### config.mk
export PLATFORM = sky130hd
export DESIGN_NAME = usbdev_regif
export DESIGN_NICKNAME = d
export VERILOG_FILES = /design/src/rtl/usbdev_regif_pkg.sv /design/src/rtl/usbdev_fifo.sv /design/src/rtl/usbdev_wr_sync.sv /design/src/rtl/usbdev_regif.sv
export SDC_FILE = /design/constraint.sdc
export NUM_CORES = 1
export LEC_CHECK = 0
export BUFFER_PORTS_ARGS = -buffer_cell sky130_fd_sc_hd__buf_2
export CORE_ASPECT_RATIO = 0.75
export CORE_MARGIN = 5
export CORE_UTILIZATION = 57
export CTS_BUF_LIST = sky130_fd_sc_hd__clkbuf_8
export DETAILED_ROUTE_END_ITERATION = 7
export GPL_ROUTABILITY_DRIVEN = 0
export PLACE_DENSITY_LB_ADDON = 0.08
export SLEW_MARGIN = 20
export SYNTH_ARGS = -nofsm -noshare
export SYNTH_HDL_FRONTEND = slang
export SYNTH_HIERARCHICAL = 1
export SYNTH_SLANG_ARGS = --single-unit
### constraint.sdc
create_clock -name clk -period 3 [get_ports clk]
set_input_delay 0.9 -clock clk [delete_from_list [all_inputs] [get_ports clk]]
set_output_delay 0.9 -clock clk [all_outputs]
set_load 0.05 [all_outputs]
### src/rtl/usbdev_regif_pkg.sv
package usbdev_regif_pkg;
  localparam int BW = 8;     // bus data width (byte port)
  localparam int NEV = 5;    // number of event flags

  localparam logic [3:0] A_CTRL  = 4'd0;
  localparam logic [3:0] A_EVT   = 4'd1;
  localparam logic [3:0] A_DADDR = 4'd2;
  localparam logic [3:0] A_OMPS  = 4'd3;
  localparam logic [3:0] A_IMPS  = 4'd4;
  localparam logic [3:0] A_CSR0  = 4'd5;
  localparam logic [3:0] A_EP0D  = 4'd8;
  localparam logic [3:0] A_E0CNT = 4'd9;
  localparam logic [3:0] A_BULK  = 4'd10;

  localparam int EV_E0RX  = 0;
  localparam int EV_OUTRX = 1;
  localparam int EV_INTX  = 2;
  localparam int EV_UNDER = 3;
  localparam int EV_OVER  = 4;

  localparam logic [6:0] CTRL_RST = 7'h7D;
endpackage

### src/rtl/usbdev_fifo.sv
module usbdev_fifo #(
  parameter int DW    = 8,
  parameter int DEPTH = 8   // power of two
) (
  input  logic                       clk,
  input  logic                       rst_n,
  input  logic                       push,
  input  logic [DW-1:0]              wdata,
  input  logic                       pop,
  output logic [DW-1:0]              head,
  output logic                       full,
  output logic                       empty,
  output logic [$clog2(DEPTH):0]     count
);
  localparam int PW = $clog2(DEPTH);

  logic [DW-1:0] mem [DEPTH];
  logic [PW-1:0] wp, rp;
  logic [PW:0]   cnt;

  always_ff @(posedge clk) begin
    if (push) mem[wp] <= wdata;
  end

  always_ff @(posedge clk or negedge rst_n) begin
    if (!rst_n) begin
      wp  <= '0;
      rp  <= '0;
      cnt <= '0;
    end else begin
      if (push) wp <= wp + PW'(1);
      if (pop)  rp <= rp + PW'(1);
      cnt <= cnt + {{PW{1'b0}}, push} - {{PW{1'b0}}, pop};
    end
  end

  assign head  = mem[rp];
  assign full  = (cnt == (PW+1)'(DEPTH));
  assign empty = (cnt == '0);
  assign count = cnt;

  a_r11_no_push_full: assert property (@(posedge clk) disable iff (!rst_n)
    push |-> !full);
  a_r10_no_pop_empty: assert property (@(posedge clk) disable iff (!rst_n)
    pop |-> !empty);
  a_r7_count_bound: assert property (@(posedge clk) disable iff (!rst_n)
    cnt <= (PW+1)'(DEPTH));
endmodule

### src/rtl/usbdev_wr_sync.sv
module usbdev_wr_sync #(
  parameter int AW = 4,
  parameter int DW = 8
) (
  input  logic          clk,
  input  logic          rst_n,
  input  logic          wr,
  input  logic [AW-1:0] addr,
  input  logic [DW-1:0] wdata,
  output logic          busy,
  output logic          apply,
  output logic [AW-1:0] ap_addr,
  output logic [DW-1:0] ap_data
);
  logic          vld;
  logic [AW-1:0] a_q;
  logic [DW-1:0] d_q;

  always_ff @(posedge clk or negedge rst_n) begin
    if (!rst_n) begin
      vld <= 1'b0;
      a_q <= '0;
      d_q <= '0;
    end else if (wr && !vld) begin
      vld <= 1'b1;
      a_q <= addr;
      d_q <= wdata;
    end else begin
      vld <= 1'b0;
    end
  end

  assign busy    = vld;
  assign apply   = vld;
  assign ap_addr = a_q;
  assign ap_data = d_q;

  a_r3_write_dropped: assert property (@(posedge clk) disable iff (!rst_n)
    (wr && busy) |=> !apply);
  a_r2_capture: assert property (@(posedge clk) disable iff (!rst_n)
    (wr && !busy) |=> (apply && ap_addr == $past(addr) && ap_data == $past(wdata)));
endmodule

### src/rtl/usbdev_regif.sv
module usbdev_regif
  import usbdev_regif_pkg::*;
#(
  parameter int EP0_DEPTH  = 8,
  parameter int BULK_DEPTH = 8
) (
  input  logic       clk,
  input  logic       rst_n,
  input  logic [3:0] bus_addr,
  input  logic       bus_wr,
  input  logic [7:0] bus_wdata,
  input  logic       bus_rd,
  output logic [7:0] bus_rdata,
  output logic       wr_busy,
  output logic       irq,
  output logic [6:0] dev_addr,
  input  logic       ep0_rx_valid,
  input  logic [7:0] ep0_rx_data,
  output logic       ep0_rx_ready,
  output logic       ep0_tx_valid,
  output logic [7:0] ep0_tx_data,
  input  logic       ep0_tx_ready,
  input  logic       out_rx_valid,
  input  logic [7:0] out_rx_data,
  output logic       out_rx_ready,
  output logic       in_tx_valid,
  output logic [7:0] in_tx_data,
  input  logic       in_tx_ready
);
  localparam int E0CW = $clog2(EP0_DEPTH) + 1;
  localparam int BKCW = $clog2(BULK_DEPTH) + 1;
  localparam int NCSR = 3;

  // write synchronizer
  logic          ap_wr;
  logic [3:0]    ap_addr;
  logic [BW-1:0] ap_data;

  usbdev_wr_sync #(.AW(4), .DW(BW)) u_sync (
    .clk(clk), .rst_n(rst_n), .wr(bus_wr), .addr(bus_addr), .wdata(bus_wdata),
    .busy(wr_busy), .apply(ap_wr), .ap_addr(ap_addr), .ap_data(ap_data));

  // registers
  logic [6:0]     ctrl_q, daddr_q;
  logic [NEV-1:0] evt_q, ev_set, ev_clr;
  logic [7:0]     omps_q, imps_q, cnt0_q;
  logic [7:0]     csr_rd [NCSR];
  logic           dev_off;
  logic [NEV-1:0] mask;

  assign dev_off = ctrl_q[0];
  assign mask    = ctrl_q[6:2];

  // endpoint 0 FIFO
  logic            e0_full, e0_empty, e0_push, e0_pop;
  logic            e0_core_push, e0_bus_wr, e0_bus_push, e0_rd;
  logic [7:0]      e0_head, e0_wdata;
  logic [E0CW-1:0] e0_cnt;

  assign e0_bus_wr    = ap_wr && ap_addr == A_EP0D;
  assign e0_rd        = bus_rd && bus_addr == A_EP0D;
  assign ep0_rx_ready = !dev_off && !e0_full && !e0_bus_wr;
  assign e0_core_push = ep0_rx_valid && ep0_rx_ready;
  assign e0_bus_push  = e0_bus_wr && !e0_full;
  assign e0_push      = e0_core_push || e0_bus_push;
  assign e0_wdata     = e0_core_push ? ep0_rx_data : ap_data;
  assign ep0_tx_valid = !dev_off && !e0_empty && !e0_rd;
  assign ep0_tx_data  = e0_head;
  assign e0_pop       = (ep0_tx_valid && ep0_tx_ready) || (e0_rd && !e0_empty);

  usbdev_fifo #(.DW(BW), .DEPTH(EP0_DEPTH)) u_ep0 (
    .clk(clk), .rst_n(rst_n), .push(e0_push), .wdata(e0_wdata), .pop(e0_pop),
    .head(e0_head), .full(e0_full), .empty(e0_empty), .count(e0_cnt));

  // bulk OUT FIFO: core pushes, software pops
  logic            o_full, o_empty, o_push, o_pop, bk_rd;
  logic [7:0]      o_head;
  logic [BKCW-1:0] o_cnt;

  assign bk_rd        = bus_rd && bus_addr == A_BULK;
  assign out_rx_ready = !dev_off && !o_full;
  assign o_push       = out_rx_valid && out_rx_ready;
  assign o_pop        = bk_rd && !o_empty;

  usbdev_fifo #(.DW(BW), .DEPTH(BULK_DEPTH)) u_out (
    .clk(clk), .rst_n(rst_n), .push(o_push), .wdata(out_rx_data), .pop(o_pop),
    .head(o_head), .full(o_full), .empty(o_empty), .count(o_cnt));

  // bulk IN FIFO: software pushes, core pops
  logic            i_full, i_empty, i_push, i_pop, bk_wr;
  logic [BKCW-1:0] i_cnt;

  assign bk_wr       = ap_wr && ap_addr == A_BULK;
  assign i_push      = bk_wr && !i_full;
  assign in_tx_valid = !dev_off && !i_empty;
  assign i_pop       = in_tx_valid && in_tx_ready;

  usbdev_fifo #(.DW(BW), .DEPTH(BULK_DEPTH)) u_in (
    .clk(clk), .rst_n(rst_n), .push(i_push), .wdata(ap_data), .pop(i_pop),
    .head(in_tx_data), .full(i_full), .empty(i_empty), .count(i_cnt));

  // event flags
  always_comb begin
    ev_set           = '0;
    ev_set[EV_E0RX]  = e0_core_push;
    ev_set[EV_OUTRX] = o_push;
    ev_set[EV_INTX]  = i_pop;
    ev_set[EV_UNDER] = (e0_rd && e0_empty) || (bk_rd && o_empty);
    ev_set[EV_OVER]  = (e0_bus_wr && e0_full) || (bk_wr && i_full);
    ev_clr           = (ap_wr && ap_addr == A_EVT) ? ap_data[NEV-1:0] : '0;
  end

  logic cnt_clr;
  assign cnt_clr = (e0_rd && e0_cnt == E0CW'(1)) || (ap_wr && ap_addr == A_CSR0);

  always_ff @(posedge clk or negedge rst_n) begin
    if (!rst_n) begin
      ctrl_q  <= CTRL_RST;
      daddr_q <= '0;
      omps_q  <= '0;
      imps_q  <= '0;
      evt_q   <= '0;
      cnt0_q  <= '0;
    end else begin
      if (ap_wr && ap_addr == A_CTRL)  ctrl_q  <= ap_data[6:0];
      if (ap_wr && ap_addr == A_DADDR) daddr_q <= ap_data[6:0];
      if (ap_wr && ap_addr == A_OMPS)  omps_q  <= ap_data;
      if (ap_wr && ap_addr == A_IMPS)  imps_q  <= ap_data;
      evt_q  <= (evt_q & ~ev_clr) | ev_set;
      cnt0_q <= (cnt_clr ? 8'd0 : cnt0_q) + {7'd0, e0_core_push};
    end
  end

  for (genvar g = 0; g < NCSR; g++) begin : g_csr
    logic [7:0] q;
    always_ff @(posedge clk or negedge rst_n) begin
      if (!rst_n) q <= '0;
      else if (ap_wr && ap_addr == A_CSR0 + 4'(g)) q <= ap_data;
    end
    assign csr_rd[g] = q;
  end

  assign irq      = !dev_off && |(evt_q & ~mask);
  assign dev_addr = daddr_q;

  always_comb begin
    case (bus_addr)
      A_CTRL:      bus_rdata = {1'b0, ctrl_q};
      A_EVT:       bus_rdata = {{(BW-NEV){1'b0}}, evt_q};
      A_DADDR:     bus_rdata = {1'b0, daddr_q};
      A_OMPS:      bus_rdata = omps_q;
      A_IMPS:      bus_rdata = imps_q;
      A_CSR0:      bus_rdata = csr_rd[0];
      A_CSR0 + 1:  bus_rdata = csr_rd[1];
      A_CSR0 + 2:  bus_rdata = csr_rd[2];
      A_EP0D:      bus_rdata = e0_empty ? 8'd0 : e0_head;
      A_E0CNT:     bus_rdata = cnt0_q;
      A_BULK:      bus_rdata = o_empty ? 8'd0 : o_head;
      default:     bus_rdata = 8'd0;
    endcase
  end

  a_r6_irq_off: assert property (@(posedge clk) disable iff (!rst_n)
    dev_off |-> !irq);
  a_r12_gated: assert property (@(posedge clk) disable iff (!rst_n)
    dev_off |-> !(ep0_rx_ready || out_rx_ready || ep0_tx_valid || in_tx_valid));
  a_r8_cnt_clear: assert property (@(posedge clk) disable iff (!rst_n)
    (ap_wr && ap_addr == A_CSR0) |=> (cnt0_q <= 8'd1));
  a_r10_underrun: assert property (@(posedge clk) disable iff (!rst_n)
    (bk_rd && o_empty) |=> evt_q[EV_UNDER]);
  a_r9_out_pop: assert property (@(posedge clk) disable iff (!rst_n)
    (o_pop && !o_push) |=> (o_cnt == $past(o_cnt) - 1'b1));
  a_r9_in_push: assert property (@(posedge clk) disable iff (!rst_n)
    (i_push && !i_pop) |=> (i_cnt == $past(i_cnt) + 1'b1));
endmodule

==> metrics.md <==
| Metric | Value |
|---|---|
| Clk pwr share | 0.193 |
| Critical Path AT | roughly 2.8 ns |
| Site row count | between 40 and 50 |
| Final setup vio count | 24 |
| Worst path max stage delay | between 0.5 and 0.6 ns |
| Fin. max-slew vios | 0 |
| Initial DRC Count | between 800 and 900 |
| Die area | roughly 0.027 mm2 |
| Fin. Hold Viols | 0 |
| Pleak | between 0.006 and 0.007 uW |
| Syn_area_per_cell | 17.0 um2 |
| Final WS setup | -0.689 ns |
| Area Overhead vs Synth | 18.8% |
| Pwr dens | approximately 1000 mW/mm2 |
| Max_cap viols | 0 |
| Initial DRT Pass Iterations | 5 |
| Synthesized Nets | approximately 850 |
| Floorplan core area | between 0.02 and 0.025 mm2 |
| Via count | between 7000 and 8000 |
| Cts bufs inserted | 46 |
| Largest net degree at the start of global routing | 48 |
| Sw Pwr | 5730 uW |
| Main flop type after synthesis | edfxtp_1 |
| Period utilisation layout | 1.23 |
| Initial Utilization | 0.581 |
| # placed instances | around 1200 |
| VDD IR max | just under 1000 uV |
| Final std cells w/o fill | roughly 1300 |
| H-tree depth | 2 |
| All-Layer GR Usage | 0.241 |
| Routed wire length | around 32000 um |
| Clock skew | 0.0255 ns |
| Status | complete, but fails checks |
| Post-synthesis async set-or-reset flop share | 0.364 |
| Worst hold margin | around 0.33 ns |
| Fill cell count | 1541 |
| EDFF count, synth | 192 |
| CTS root buf | clkbuf_8 |
| Critical path launch point type | flop |
| Final instance area | ~0.016 mm2 |
| Placed Area | around 0.015 mm2 |
| Final Net Count | 1040 |
| IO Count | 73 |
| Initial antenna violation count | 0 |
| First-pass GRT wire length | ~49000 um |
| FMAX | approximately 270 MHz |
| Sequential power share | 0.389 |
| Crit Path Class | flop to output pin |
| Remaining global-route overflow | 0 |
| Comb power frac | 0.418 |
| Pint | just over 10000 uW |
| Layout cell share with drive strength beyond 1 | 0.402 |
| Slew HR | 0.414 |
| Clk slew on worst S/H paths | 0.07 ns |
| Antenna Cells | 0 |
| Post-synthesis cell area | between 0.01 and 0.015 mm2 |
| Vias in the first global route | around 8100 |
| Req. time, crit path | ~2.1 ns |
| DRC | 0 |
| Distinct cells, synth | between 50 and 60 |
| RSZ-0062 raised after global routing | yes |
| Seq/Total Area, Yosys | 0.637 |
| Minimum clock period | between 3 and 4 ns |
| Sink Count | around 300 |
| Synth Instances | roughly 790 |
| CP Capture Type | output pin |
| Total power | around 16000 uW |
| Antenna-violating nets left | 0 |
| Min-Delay Path Class | input pin to asynchronous set/reset pin |
| Die Wd | 187 um |
| Hpwl dp | roughly 21000 um |
| Critical path, cell by cell | buf_12 > mux4_1 > mux2_4 > a22o_1 > or4_4 > buf_8 |
| CTS Buffer Depth | 3 |
| TritonCTS clock tree | yes |
| Sw frac | 0.358 |
| Synth Register Bits | between 300 and 400 |
| Worst path slowest cell | mux4_1 |
| Die Span Y | 143 um |
| Vias per std cell | a little under 6 |
| Routed WL per cell | 24.1 um |
| Worst skew pair latency | 0.57 ns |
| Measured slew at the worst slew-check pin | roughly 0.88 ns |
| Port bufs | 72 |
| Failing checks | negative setup slack |
| Setup TNS | -6.88 ns |
| Synth Warn # | 6 |
| R2r worst-path depth | 9 |
| Max FO, Critical Path | 10 |
-- critical path, delay by kind of cell (launching register included) --
| kind | cells | cell delay, ns |
|---|---|---|
| flops | 1 | 0.37 |
| buf+inv | 2 | 0.32 |
| compound gates | 1 | 0.23 |
| mux | 2 | 0.85 |
| simple gates | 1 | 0.46 |
-- logic make-up after synthesis --
group	Yosys count	share of synthesized area
XOR/XNOR	24	0.0157
adder cells (fa/ha/maj)	29	0.0288
flip-flops	302	0.637
AND/OR/NAND/NOR	141	0.0561
AO/OA/AOI/OAI	57	0.0314
buffers and inverters	65	0.0273
multiplexers	169	0.204
-- Yosys cell counts, types with 12 or more instances --
cell type / count / area, um2
ha_1: 26 / 325
nor2_1: 38 / 143
inv_1: 32 / 120
nand2b_1: 17 / 106
xor2_1: 14 / 123
mux2_2: 91 / 1020
mux4_1: 48 / 1260
mux2_4: 24 / 360
nand2_1: 22 / 82.6
dfrtp_1: 104 / 2600
clkbuf_1: 12 / 45.0
edfxtp_1: 192 / 5770
-- registers in the layout, indices dropped and copies added, names as in the netlist --
signal / count
u_in/count: 4
u_sync/ap_data: 8
omps_q: 8
u_sync/apply: 1
evt_q: 5
u_out/count: 4
cnt0_q: 8
u_out/rp: 3
g_csr.q: 24
u_in/wp: 3
u_ep0/mem: 64
u_sync/ap_addr: 4
u_ep0/rp: 3
u_out/wp: 3
u_ep0/wp: 3
dev_addr: 7
u_in/mem: 64
u_ep0/count: 4
u_out/mem: 64
ctrl_q: 7
u_in/rp: 3
imps_q: 8
-- cell type report --
| type | instances | area, um2 | share of cell area |
|---|---|---|---|
| Clock buffer | 48 | 661 | 0.0415 |
| Clock inverter | 36 | 165 | 0.0104 |
| Inverter | 32 | 120 | 0.00755 |
| Multi-Input combinational cell | 420 | 4520 | 0.284 |
| Sequential cell | 302 | 8530 | 0.536 |
| Tap cell | 300 | 375 | 0.0236 |
| Timing Repair Buffer | 173 | 1540 | 0.0966 |
-- worst paths after layout --
kind / from / to / slack [ns]
hold / removal: rst_n / u_ep0/count[3] / 0.33
setup reg to reg: u_ep0/count[2] / u_ep0/mem[2][5] / 0.32
hold reg to reg: g_csr[2].q[6] / g_csr[2].q[6] / 0.51
setup / recovery: u_out/rp[0] / bus_rdata[3] / -0.69
max in group asynchronous: rst_n / ctrl_q[5] / 1.88
min in group clk: g_csr[2].q[6] / g_csr[2].q[6] / 0.51
-- metal layers --
metal | vias up | GRT usage | wire (um)
li1 | 3408 | - | -
met1 | 4061 | 0.367 | 15000
met2 | 302 | 0.364 | 14100
met3 | 43 | 0.0484 | 1970
met4 | 0 | 0.0580 | 516
met5 | - | 0 | 0
-- metrics by stage --
stage | util | setup slack [ns]
final | 0.689 | -0.689
after global routing | 0.689 | -0.729
after floorplan | - | -0.254
after detailed placement | 0.635 | -0.418
after global placement | 0.635 | -0.379
after CTS | 0.687 | -0.688
-- power groups by stage --
stage	Combinational, uW	Clock [uW]	Sequential (uW)
global placement	5380	0	6220
floorplan	3950	0	6030
detailed placement	5540	0	6260
CTS	6520	3160	6210
finish	6700	3080	6230
global route	7090	3380	6310
-- cells in the final DEF (no fill, tap or decap), drive strengths merged, types with 9 or more instances in the layout --
| cell | instances |
|---|---|
| clkbuf | 48 |
| nand3 | 9 |
| edfxtp | 192 |
| mux2 | 115 |
| nand2 | 22 |
| a22oi | 9 |
| nor2 | 39 |
| mux4 | 50 |
| clkinv | 19 |
| inv | 49 |
| nand2b | 17 |
| xor2 | 14 |
| ha | 26 |
| dfrtp | 104 |
| buf | 173 |
| and3 | 10 |
| nor3 | 11 |
| nor2b | 9 |
| xnor2 | 10 |
| a21oi | 9 |
-- repair_timing --
action                                  CTS  global route
pin swaps                                 0             5
gates cloned                              3             0
hold endpoints to repair                  0             0
endpoints found under the setup margin   24            24
buffers inserted                         11             8
gates resized for setup                 107            32
hold buffers                              0             0
Power figures use the tool's default switching activity.
